File: src/rtl/drr_pkg.sv
package drr_pkg;
  localparam int ADDR_W   = 40;
  localparam int WIN_LSB  = 24;
  localparam int WIN_W    = ADDR_W - WIN_LSB;
  localparam int IL_LSB   = 12;
  localparam int IL_W     = 3;
  localparam int NODE_W   = 3;
  localparam int DATA_W   = 32;

  typedef struct packed {
    logic [WIN_W-1:0] start;
    logic [IL_W-1:0]  il_mask;
    logic             wr_en;
    logic             rd_en;
  } start_word_t;

  typedef struct packed {
    logic [WIN_W-1:0]  stop;
    logic [IL_W-1:0]   il_pat;
    logic [NODE_W-1:0] node;
  } end_word_t;
endpackage

File: src/rtl/drr_regfile.sv
module drr_regfile
  import drr_pkg::*;
#(
  parameter int N     = 8,
  parameter int SEL_W = $clog2(N) + 1
) (
  input  logic              clk,
  input  logic              rst_n,
  input  logic              wr,
  input  logic [SEL_W-1:0]  sel,
  input  logic [DATA_W-1:0] wdata,
  output logic [DATA_W-1:0] rdata,
  output start_word_t       starts [N],
  output end_word_t         ends   [N]
);
  localparam int IDX_W = SEL_W - 1;

  logic [IDX_W-1:0] win;
  logic             is_end;
  start_word_t      start_d;
  end_word_t        end_d;

  assign win    = sel[SEL_W-1:1];
  assign is_end = sel[0];

  always_comb begin
    start_d.start   = wdata[31:16];
    start_d.il_mask = wdata[10:8];
    start_d.wr_en   = wdata[1];
    start_d.rd_en   = wdata[0];
    end_d.stop      = wdata[31:16];
    end_d.il_pat    = wdata[10:8];
    end_d.node      = wdata[2:0];
  end

  for (genvar g = 0; g < N; g++) begin : g_win
    logic        start_ce, end_ce;
    start_word_t start_q;
    end_word_t   end_q;

    always_comb begin
      start_ce = wr && !is_end && (win == IDX_W'(g));
      end_ce   = wr &&  is_end && (win == IDX_W'(g));
    end

    always_ff @(posedge clk or negedge rst_n) begin
      if (!rst_n) begin
        start_q <= '0;
        end_q   <= '0;
      end else begin
        if (start_ce) start_q <= start_d;
        if (end_ce)   end_q   <= end_d;
      end
    end

    assign starts[g] = start_q;
    assign ends[g]   = end_q;
  end

  always_comb begin
    if (is_end)
      rdata = {ends[win].stop, 5'b0, ends[win].il_pat, 5'b0, ends[win].node};
    else
      rdata = {starts[win].start, 5'b0, starts[win].il_mask, 6'b0,
               starts[win].wr_en, starts[win].rd_en};
  end
endmodule

File: src/rtl/drr_window_match.sv
module drr_window_match
  import drr_pkg::*;
(
  input  start_word_t       sw,
  input  end_word_t         ew,
  input  logic [ADDR_W-1:0] addr,
  input  logic              is_wr,
  output logic              hit
);
  logic [WIN_W-1:0] top;
  logic [IL_W-1:0]  ilb;
  logic             in_win, il_ok, perm;

  always_comb begin
    top    = addr[ADDR_W-1:WIN_LSB];
    ilb    = addr[IL_LSB+IL_W-1:IL_LSB];
    in_win = (top >= sw.start) && (top <= ew.stop);
    il_ok  = ((ilb ^ ew.il_pat) & sw.il_mask) == '0;
    perm   = is_wr ? sw.wr_en : sw.rd_en;
    hit    = in_win && il_ok && perm;
  end
endmodule

File: src/rtl/drr_prio.sv
module drr_prio #(
  parameter int N     = 8,
  parameter int IDX_W = $clog2(N)
) (
  input  logic [N-1:0]     req,
  output logic             any,
  output logic [IDX_W-1:0] idx
);
  always_comb begin
    any = 1'b0;
    idx = '0;
    for (int i = N - 1; i >= 0; i--) begin
      if (req[i]) begin
        any = 1'b1;
        idx = IDX_W'(i);
      end
    end
  end
endmodule

File: src/rtl/dram_range_router.sv
module dram_range_router
  import drr_pkg::*;
#(
  parameter int NUM_RANGES = 8,
  parameter int IDX_W      = $clog2(NUM_RANGES),
  parameter int SEL_W      = IDX_W + 1
) (
  input  logic              clk,
  input  logic              rst_n,
  input  logic              cfg_wr,
  input  logic [SEL_W-1:0]  cfg_addr,
  input  logic [DATA_W-1:0] cfg_wdata,
  output logic [DATA_W-1:0] cfg_rdata,
  input  logic [ADDR_W-1:0] lk_addr,
  input  logic              lk_is_wr,
  output logic              lk_hit,
  output logic              lk_miss,
  output logic [NODE_W-1:0] lk_node,
  output logic [IDX_W-1:0]  lk_idx
);
  logic [1:0]            rst_sync_q;
  logic                  rst_q_n;
  start_word_t           starts [NUM_RANGES];
  end_word_t             ends   [NUM_RANGES];
  logic [NUM_RANGES-1:0] hit_vec;
  logic                  any;
  logic [IDX_W-1:0]      win_idx;

  always_ff @(posedge clk or negedge rst_n) begin
    if (!rst_n) rst_sync_q <= 2'b00;
    else        rst_sync_q <= {rst_sync_q[0], 1'b1};
  end
  assign rst_q_n = rst_sync_q[1];

  drr_regfile #(.N(NUM_RANGES), .SEL_W(SEL_W)) u_regs (
    .clk    (clk),
    .rst_n  (rst_q_n),
    .wr     (cfg_wr),
    .sel    (cfg_addr),
    .wdata  (cfg_wdata),
    .rdata  (cfg_rdata),
    .starts (starts),
    .ends   (ends)
  );

  for (genvar g = 0; g < NUM_RANGES; g++) begin : g_match
    drr_window_match u_match (
      .sw    (starts[g]),
      .ew    (ends[g]),
      .addr  (lk_addr),
      .is_wr (lk_is_wr),
      .hit   (hit_vec[g])
    );
  end

  drr_prio #(.N(NUM_RANGES), .IDX_W(IDX_W)) u_prio (
    .req (hit_vec),
    .any (any),
    .idx (win_idx)
  );

  always_comb begin
    lk_hit  = any;
    lk_miss = !any;
    lk_idx  = any ? win_idx : '0;
    lk_node = any ? ends[win_idx].node : '0;
  end
endmodule

File: config.mk
export PLATFORM = sky130hd
export DESIGN_NAME = dram_range_router
export DESIGN_NICKNAME = d
export VERILOG_FILES = /design/src/rtl/drr_pkg.sv /design/src/rtl/drr_regfile.sv /design/src/rtl/drr_window_match.sv /design/src/rtl/drr_prio.sv /design/src/rtl/dram_range_router.sv
export SDC_FILE = /design/constraint.sdc
export NUM_CORES = 1
export LEC_CHECK = 0
export BUFFER_PORTS_ARGS = -buffer_cell sky130_fd_sc_hd__buf_2
export CORE_ASPECT_RATIO = 0.6
export CORE_MARGIN = 5
export CORE_UTILIZATION = 40
export CTS_BUF_LIST = sky130_fd_sc_hd__clkbuf_4 sky130_fd_sc_hd__clkbuf_8 sky130_fd_sc_hd__clkbuf_16
export DETAILED_ROUTE_END_ITERATION = 10
export HOLD_SLACK_MARGIN = 0.03
export PLACE_DENSITY = 0.68
export REMOVE_ABC_BUFFERS = 1
export SLEW_MARGIN = 20
export SYNTH_ARGS = -nofsm -noshare
export SYNTH_HDL_FRONTEND = slang
export SYNTH_SLANG_ARGS = --single-unit
File: constraint.sdc
create_clock -name clk -period 14.8 [get_ports clk]
set_input_delay 1.48 -clock clk [delete_from_list [all_inputs] [get_ports clk]]
set_output_delay 1.48 -clock clk [all_outputs]
set_load 0.005 [all_outputs]
# ---- Word-level counts from Yosys, hierarchy flattened
# Cells that the tools add are included.
dict set report totals {
  elab_cells 189
  ff_bits 346
  out_inout_bits 40
  in_bits 80
}
dict set report classes {
  mux 36
  bitwise 18
  eq_ne 7
  n_reduce_logical 53
  magnitude_cmp 18
}
# op count
set op_table {}
lappend op_table {{$bmux 22 s3} 2}
lappend op_table {{$ge 16x16->1} 8}
lappend op_table {{$le 16x16->1} 8}
lappend op_table {{$bmux 21 s3} 1}
lappend op_table {{$mux 22} 2}
lappend op_table {{$logic_and 1x1->1} 42}
lappend op_table {{$mux 21} 2}
lappend op_table {{$mux 3} 12}
lappend op_table {{$mux 32} 1}
lappend op_table {{$logic_not 3->1} 9}
lappend op_table {{$and 3x3->3} 8}
lappend op_table {{$xor 3x3->3} 8}
lappend op_table {{$mux 1} 16}
lappend op_table {{$eq 3x3->1 const B} 4}
lappend op_table {{$ge 4x4->1 const B} 2}
lappend op_table {{$not 3->4} 2}
lappend op_table {{$eq 3x2->1 const B} 2}
lappend op_table {{$eq 3x1->1 const B} 1}
lappend op_table {{$logic_not 1->1} 2}

# ---- Logic depth before layout (Yosys ltp)
# Gate-level depths: netlist of run 1.
dict set report depth {
  word_depth 18
  depth_mapped 12
  mapped_depth_nobuf 12
}

# ---- Modules after synthesis
# A second synthesis of run 1 with hierarchy kept.
dict set report hier_totals {
  cells_unflattened 1929
  area_unflattened_um2 22899.5
}
# mod cells_each area_per_inst_um2 seq_area_each_um2 instances
set modules_own_cells {}
lappend modules_own_cells {drr_regfile 963 15687.5 8608.3 1}
lappend modules_own_cells {drr_window_match 116 855.8 0.0 8}
lappend modules_own_cells {dram_range_router 25 285.3 50.0 1}
lappend modules_own_cells {drr_prio 13 80.1 0.0 1}

# ---- Worst setup path after synthesis of run 1
# OpenSTA, ideal clock, no wires.
dict set report synth_timing {
  kind {input -> output}
  start {input port lk_addr[24]}
  end {output port lk_node[1]}
  setup_slack_ns 8.946
  cell_stages 12
  n_path_buf 0
  required_time_ns 13.320
  arrival_ns 4.374
  cell_sequence {inv_1 -> ha_1 -> nand2b_1 -> a2111oi_0 -> a2111oi_0 -> o31ai_1 -> a221oi_1 -> o221ai_2 -> nand3_4 -> a21boi_4 -> mux2_2 -> a221o_1}
}
dict set report synth_between {
  elab_chain_cells 17
  word_cells_on_any_way 61
  cone_classes {16 x order compare; 20 x mux; 1 x bitwise; 24 x reduce/logical}
}
# item line
set synth_rtl {}
lappend synth_rtl {{start, declared} dram_range_router.sv:14} ;# input logic [ADDR_W-1:0] lk_addr,
lappend synth_rtl {{$ge 16x16->1 / $le 16x16->1 (equally long branches)} drr_window_match.sv:17} ;# in_win = (top >= sw.start) && (top <= ew.stop);
lappend synth_rtl {{$logic_and 1x1->1} drr_window_match.sv:17}
lappend synth_rtl {{$logic_and 1x1->1 (2 in a row)} drr_window_match.sv:20} ;# hit = in_win && il_ok && perm;
lappend synth_rtl {{$mux 3 (8 in a row)} drr_prio.sv:13} ;# if (req[i]) begin
lappend synth_rtl {{$not 3->4 (implied by the code)} dram_range_router.sv:66} ;# lk_node = any ? ends[win_idx].node : '0;
lappend synth_rtl {{$bmux 22 s3} dram_range_router.sv:66}
lappend synth_rtl {{$mux 3 (implied by the code) (2 in a row)} dram_range_router.sv:66}
lappend synth_rtl {{$mux 3 (*)} dram_range_router.sv:66}
lappend synth_rtl {{end, declared} dram_range_router.sv:18} ;# output logic [NODE_W-1:0] lk_node,
# Mark *: on every way between the ends. The rest lies on a longest branch, timed or not. The select of a mux whose other input is x is not followed.

# ---- Final worst setup path of run 1
# Ends and elaborated chain as after synthesis.

==> impl.org, run 1 <==
** Outcome
- The flow ran to the end, and the final reports show no timing, DRC or antenna violations.

** Yosys
- Leading area contributor after synthesis :: sky130_fd_sc_hd__dfrtp_1
- Synthesis Warnings :: 0
- Simple-gate share of the synthesized area :: 0.0779
- Synthesis inferred 346 register bits.
- The post-synthesis compound-gate area fraction came to 0.0990.
- Synthesis produced 2054 cells.
- By area, the combinational part of the netlist is dominated by multiplexers.
- The synthesized netlist occupies a cell area of 22200 um^2.
- After synthesis, the share of flip-flops with an asynchronous set or reset is 1.00.
- In the synthesized netlist the dominant register cell turns out to be sky130_fd_sc_hd__dfrtp_1.
- For this run, the register share of the synthesized area comes to 0.390.
- Area share of the largest cell type after synthesis :: 0.390
- Of the total synthesized cell area, the portion taken by full adders, half adders and majority gates is 0.144.
- Most area-consuming cells after synthesis :: sky130_fd_sc_hd__dfrtp_1 (39%), sky130_fd_sc_hd__ha_1 (14%), sky130_fd_sc_hd__mux4_2 (11%)
- The netlist uses 57 different library cells.
- Of the total synthesized cell area, the portion taken by XOR and XNOR cells is 0.00947.
- After synthesis, the share of cell area in mux cells is 0.216.
- Mean post-synth cell area :: 10.8 um^2
- Number of enable flip-flop cells after synthesis :: 0
- In the post-synthesis netlist, the cell with the most instances is sky130_fd_sc_hd__dfrtp_1.
- Top cell types by occurrence after synthesis :: sky130_fd_sc_hd__dfrtp_1 (346), sky130_fd_sc_hd__ha_1 (256), sky130_fd_sc_hd__inv_1 (256)

** Routing
- In the final routed layout, each cell accounts on average for 24.1 um.
- The first routing iteration left 1383 violations.
- Number of routed nets with antenna violations :: 0
- After detailed routing, the number of vias per cell comes to 5.83.
- The first detailed-routing pass took 5 iterations.
- In the routed design, unresolved DRC markers number 0.
- Via count :: 16757
- The routed design has 69200 um of wire.

** STA
- Dividing the final minimum period by the clock period gives 0.519.
- For the final database, setup skew stands at 21.0 ps.
- Based on the critical path, the design can be clocked at up to 0.130 GHz.
- Setup total negative slack on the finished layout was measured at 0 ps.
- Worst slew margin :: 0.196
- Measured slew at the worst slew-check pin :: 1210 ps
- RSZ-0062 raised after global routing :: false
- The number of hold violations in the final report was 0.
- Counting I/O delays and the setup requirement, the final critical path takes 7680 ps.
- Pins over their slew limit :: 0
- Setup violations remaining at the end of the flow were counted as 0.

** Clock tree
- Clock latency on the worst-skew pair, taken at its later pin, is 530 ps.
- Number of buffers inserted during clock tree synthesis :: 35
- The H-tree was split into 2 levels.
- TritonCTS sink count :: 346
- Buffer levels on the longest clock path :: 3
- Clock tree from TritonCTS :: built
- After clock tree synthesis, the clock-pin slew on the worst setup and hold paths is 60 ps.
- Post-CTS Hold Buffers :: 0
- The tree is rooted in a sky130_fd_sc_hd__clkbuf_16.
- Post-cts repair resize count :: 0
- In this run the post-CTS setup repair buffer count came out at 0.

** Global routing
- Via count of the first global-routing pass :: 17126
- After global routing the overflow that remains totals 0.
- First-pass GRT wire length :: 105000 um
- Pin count of the biggest net entering global routing :: 78
- The initial antenna violation count was 6.
- Global Route Usage Sum :: 0.228

** Critical path
- Data arrives at the worst endpoint at 6200 ps.
- Crit path capture type :: primary output
- In this run the worst path has a maximum fanout of 16.
- On the worst path, the slowest cell contributes a delay of 930 ps.
- Category of the most critical setup path :: in -> out
- At the worst endpoint, the required time is 13320 ps.
- The worst setup path is launched from an input port.
- Critical Path, Cell by Cell :: buf_2 > inv_1 > ha_1 > nor2b_1 > o21ai_0 > a21oi_1 > o211ai_1 > a31oi_1 > a211oi_1 > inv_1 > a21boi_4 > mux2_2 > a221o_1 > buf_2
- On the critical path, the stage with the largest delay is an instance of sky130_fd_sc_hd__a211oi_1.

** Flow run
- The tool flagged a number of max-cap violations equal to 0.

** Floorplan
- In this run the vertical extent of the chip is 192 um.
- Area of the die :: 60500 um^2
- For this design the top-level I/O count stands at 120.
- Die Width :: 314 um
- Starting density of the core :: 0.407
- Placement row count :: 66
- The floorplan step defined a core boundary enclosing 54600 um^2.

** Placed design
- Routability-driven placement finished with a final weighted congestion of 0.940.
- Placed wire-length estimate :: 50300 um
- Cell area reported after detailed placement :: 23400 um^2
- In this run the tool buffered the top-level ports with 78 buffer cells.

** Min path
- Worst min path class :: reg -> async

** Power and ir drop
- For this design the static power due to leakage is 11.3 nW.
- Across the VDD grid, the largest voltage drop is 0.0720 mV.
- Total power divided by cell area :: 139 nW/um^2

** Cells and area
- Number of nets in the finished design :: 2432
- Ratio of cells with drive above 1 in the final layout :: 0.233
- Counting the fill cells in the layout gives 4988.
- Cell area after layout :: 24700 um^2
- Relative to the synthesized area, the layout overhead comes to 11.1%.
[flip-flops by register name, indices dropped and copies added, names as in the netlist]
| register | flops |
|---|---|
| u_regs.starts | 168 |
| rst_sync_q | 2 |
| u_regs.ends | 176 |
[cell families (layout without fill, tap and decap cells)]
group / after synthesis / count (layout)
compound gates: 373 / 373
xor+xnor: 24 / 24
fa+ha+maj: 256 / 256
buf+inv: 363 / 422
flops: 346 / 346
mux: 319 / 319
other cells: 2 / 17
simple gates: 371 / 371
[path summary, 6_finish.rpt]
path	start	endpoint	slack (ps)	cells past startpoint
worst max-delay path	lk_addr[24]	lk_node[1]	7120	14
max in group asynchronous	rst_sync_q[1]	u_regs.starts[4]	12290	4
min in group clk	rst_sync_q[0]	rst_sync_q[1]	360	0
worst max register to register	rst_sync_q[1]	u_regs.starts[4]	12290	4
worst min-delay path	rst_sync_q[1]	u_regs.starts[40]	210	0
worst min register to register	rst_sync_q[1]	u_regs.starts[40]	210	0
[layer usage]
| layer | vias up | share of wire | GRT usage |
|---|---|---|---|
| met4 | 8 | 0.020 | 0.0473 |
| met3 | 115 | 0.12 | 0.0973 |
| met2 | 673 | 0.42 | 0.335 |
| li1 | 7456 | - | - |
| met1 | 8505 | 0.44 | 0.315 |
| met5 | - | 0.0026 | 0.0170 |
[metrics by stage]
stage                     hold slack [ps]  std cells  worst slack, ps   util  total power, mW
after floorplan                       331       1956             4440      -             2.01
final                                 214       2876             7120  0.452             3.43
after global placement                340       2805             7440  0.428             2.38
after detailed placement              341       2805             7380  0.428             2.44
after global routing                  234       2872             6900  0.452             3.63
after CTS                             366       2868             7370  0.451             3.42
[worst max-delay path: cells and delay by family]
kind	cells	cell delay (ps)
compound gates	7	2940
buf+inv	4	1080
mux	1	360
fa+ha+maj	1	260
simple gates	1	40
[where the power goes]
part,internal (mW),switching (mW)
Clock,0.569,0.409
Combinational,0.511,0.614
Sequential,1.17,0.160
[cells in the final DEF (no fill, tap or decap), types with 7 or more instances in the layout]
cell	n
sky130_fd_sc_hd__a2111oi_0	9
sky130_fd_sc_hd__a211oi_1	13
sky130_fd_sc_hd__a21o_1	13
sky130_fd_sc_hd__a21oi_1	81
sky130_fd_sc_hd__a22oi_1	8
sky130_fd_sc_hd__buf_2	76
sky130_fd_sc_hd__buf_4	24
sky130_fd_sc_hd__clkbuf_16	36
sky130_fd_sc_hd__clkinv_2	7
sky130_fd_sc_hd__conb_1	11
sky130_fd_sc_hd__dfrtp_1	345
sky130_fd_sc_hd__ha_1	256
sky130_fd_sc_hd__inv_1	256
sky130_fd_sc_hd__mux2_2	197
sky130_fd_sc_hd__mux2i_1	12
sky130_fd_sc_hd__mux4_2	107
sky130_fd_sc_hd__nand2_1	202
sky130_fd_sc_hd__nand2b_1	12
sky130_fd_sc_hd__nand3_1	32
sky130_fd_sc_hd__nand4_1	37
sky130_fd_sc_hd__nor2_1	22
sky130_fd_sc_hd__nor2_4	7
sky130_fd_sc_hd__nor2b_1	7
sky130_fd_sc_hd__nor3_1	11
sky130_fd_sc_hd__nor4_1	10
sky130_fd_sc_hd__o211ai_1	12
sky130_fd_sc_hd__o21ai_0	191
sky130_fd_sc_hd__xor2_1	24
[area by class of cell]
cell class	instances	area, um^2	area share
clock buffers	46	1000	0.0406
well taps	748	936	0.0379
repair buffers	103	627	0.0254
clock inverters	17	234	0.00948
inverters	256	961	0.0389
flip-flops and latches	346	8660	0.351
diodes	6	15.0	0.000609
multi-input cells	1354	12200	0.496
No activity file was read; power rests on OpenSTA's default activity.
==> run 2, diff against run 1 <==
- PLACE_DENSITY: 0.68 -> 0.7
- clock period: 14.8 -> 6.3 ns (I/O delays scaled with it)
==> impl.org, run 2 (synthesis results as in run 1) <==
** Critical path
- The stage delay of the slowest cell on the critical path came to 750 ps (-180 ps).
- Critical Path, Cell by Cell :: buf_2 > inv_1 > ha_1 > nor2b_1 > o21ai_0 > a21oi_1 > o211ai_1 > a31oi_1 > a211oi_1 > inv_1 > a21boi_4 > mux2_2 > a221o_1 > buf_2
- Buffers plus inverters on the worst setup path :: 4 (unchanged)
- Crit path max fanout :: 16 (unchanged)
- The slowest stage of the critical path is the sky130_fd_sc_hd__a211oi_1 cell.
- The cell family contributing the most delay on the critical path is compound AO/OA/AOI/OAI gates.
- Setup crit start kind :: input port
- Crit path capture type :: primary output
- The critical path in this run is classified as in -> out.
- The arrival time of the worst setup path came to 5050 ps (-1150 ps).
- The data required time at the worst endpoint came to 5670 ps (-7650 ps).

** STA
- Measured slew at the worst slew-check pin :: 1110 ps (-92.8 ps)
- Part of the cycle the worst path needs :: 0.902
- FMAX :: 0.176 GHz
- Worst slew margin :: 0.257 (+0.0605)
- Minimum period implied by the final worst setup slack :: 5680 ps
- The final-report max-slew violation count came to 0 (unchanged).
- Least setup slack across all paths after layout :: 617 ps (-6500 ps)
- The smallest hold slack came to 280 ps (+66.0 ps).
- The count of endpoints failing setup in the final report came to 0 (unchanged).
- The number of hold violations in the final report is 0 (unchanged).
- RSZ-0062 raised after global routing :: false
- The worst clock skew was 20.7 ps (-0.257 ps).
- Final TNS setup :: 0 ps (unchanged)

** Power and ir drop
- P_int :: 5.26 mW (+130%)
- Power share of the combinational group :: 0.329 (about the same)
- The reported leakage power is 11.3 nW (about the same).
- The power density over cell area came to 326 nW/um^2 (+130%).
- Switching power total :: 2.77 mW (+130%)
- The sequential power share came to 0.389 (+0.002).
- The share of power burned in the clock network was 0.282 (-0.003).
- Maximum resistive drop on vdd :: 0.155 mV (+120%)
- The switching portion of total power was 0.345 (about the same).

** Clock tree
- Clock insertion delay at the later pin of the skew report :: 550 ps (+20 ps)
- TritonCTS sink count :: 346 (unchanged)
- The clock buffer count from CTS is 36 (+2.9%).
- The number of gates resized after CTS was 0 (unchanged).
- Buffer levels on the longest clock path :: 3 (unchanged)
- Clock input transition at the sequential cells of the worst setup and hold paths :: 70 ps (about the same)
- Clk root buf :: sky130_fd_sc_hd__clkbuf_16
- Level count of the clock H-tree :: 2 (unchanged)
- Clock tree from TritonCTS :: built

** Routing
- Number of routed nets with antenna violations :: 0 (unchanged)
- Via count :: 16697 (-0.36%)
- The total wire length after detailed routing came to 69500 um (+0.46%).
- The total iterations of the first detailed-routing run is 6 (+1).
- Drt via density :: 5.82 (-0.18%)
- The average routed wire per standard cell was 24.2 um (+0.63%).
- First DRT Iteration DRCs :: 1752 (+27%)
- Number of DRC violations after detailed routing :: 0 (unchanged)

** Cells and area
- Area occupied by multi-input gates :: 12200 um^2 (about the same)
- Sequential standard cell area :: 8660 um^2 (unchanged)
- Finished Core Util :: 0.452 (about the same)
- Number of filler cells placed in the layout :: 4993 (+0.10%)
- The count of inserted antenna diode cells came to 0 (-6).
- The area overhead of the layout relative to synthesis came to 11.1% (about the same).
- Non-filler instance count after layout :: 2871 (-0.17%)
- Leaving out fill and tap cells, the most frequent cell in the layout is sky130_fd_sc_hd__dfrtp_1.
- The number of nets in the layout came to 2433 (+0.041%).
- Flip-flop count of the largest register after layout :: 176 (unchanged)
- Leaving out fill and tap cells, the most frequent cells in the layout are sky130_fd_sc_hd__dfrtp_1 (345), sky130_fd_sc_hd__inv_1 (256), sky130_fd_sc_hd__ha_1 (256).
- Ratio of cells with drive above 1 in the final layout :: 0.234 (+0.000832)

** Floorplan
- Placement row count :: 66 (unchanged)
- Vertical die dimension :: 192 um (unchanged)
- Std-Cell Core Area :: 54600 um^2 (unchanged)
- The I/O pin count came to 120 (unchanged).
- Area of the die :: 60500 um^2 (unchanged)
- The horizontal die dimension is 314 um (unchanged).
- The starting density of the core was 0.407 (unchanged).

** Placed design
- Final GP Congestion :: 0.981 (+4.3%)
- Count of port buffers added during placement :: 78 (unchanged)
- The worst setup timing slack at the placement stage is 795 ps (-6590 ps).
- Placed insts :: 2805 (unchanged)
- The half-perimeter wire length of the detailed placement result came to 51200 um (+1.8%).

** Min path
- The path class of the tightest hold or removal check is reg -> async.

** Outcome
- Status :: completed

** Global routing
- The via count of the first global-routing pass is 17141 (+0.088%).
- Sum of overflow across all layers after global routing :: 0 (unchanged)
- The first-pass GRT wire length was 106000 um (+0.93%).
- Global Route Usage Sum :: 0.230 (+0.00189)
- Pin count of the biggest net entering global routing :: 160 (+110%)
- The initial antenna violation count came to 3 (-3).

** Flow run
- Max capacitance violation total :: 0 (unchanged)
-- run 2: final cells by class --
type / instances / area share
clock buffers: 51 / 0.0433
clock inverters: 13 / 0.00634
inverters: 256 / 0.0390
multi-input cells: 1354 / 0.497
flip-flops and latches: 346 / 0.351
well taps: 748 / 0.0380
repair buffers: 103 / 0.0256
-- run 2: what timing repair did --
action	in CTS	in global routing
hold buffers	1	0
endpoints found under the hold margin	2	0
setup buffers	0	0
-- run 2: metal layers --
| layer | up-vias | track usage | share of wire |
|---|---|---|---|
| met5 | - | 0 | 0.00039 |
| met4 | 4 | 0.0389 | 0.016 |
| met3 | 105 | 0.0899 | 0.12 |
| met2 | 660 | 0.335 | 0.41 |
| met1 | 8509 | 0.330 | 0.45 |
| li1 | 7419 | - | - |
-- run 2: power by group through the flow --
stage	sequential, mW	clock, mW	combinational [mW]
final	3.12	2.26	2.64
after global placement	3.11	0	2.49
after global routing	3.19	2.39	2.92
after floorplan	3.04	0	1.68
after CTS	3.11	2.30	2.61
after detailed placement	3.15	0	2.59
-- run 2: through the flow --
stage	total power, mW	area (um^2)
after global routing	8.49	24700
after global placement	5.60	23400
final	8.03	24700
after detailed placement	5.74	23400
after CTS	8.02	24600
after floorplan	4.73	21800
-- run 2: final timing paths --
check	from	endpoint	slack [ps]	cells after the start
setup / recovery	lk_addr[24]	lk_node[1]	620	14
hold / removal	rst_sync_q[1]	u_regs.starts[83]	280	0
setup reg to reg	rst_sync_q[1]	u_regs.starts[67]	4680	1
hold reg to reg	rst_sync_q[1]	u_regs.starts[83]	280	0
max in group asynchronous	rst_sync_q[1]	u_regs.starts[67]	4680	1
min in group clk	rst_sync_q[0]	rst_sync_q[1]	360	0
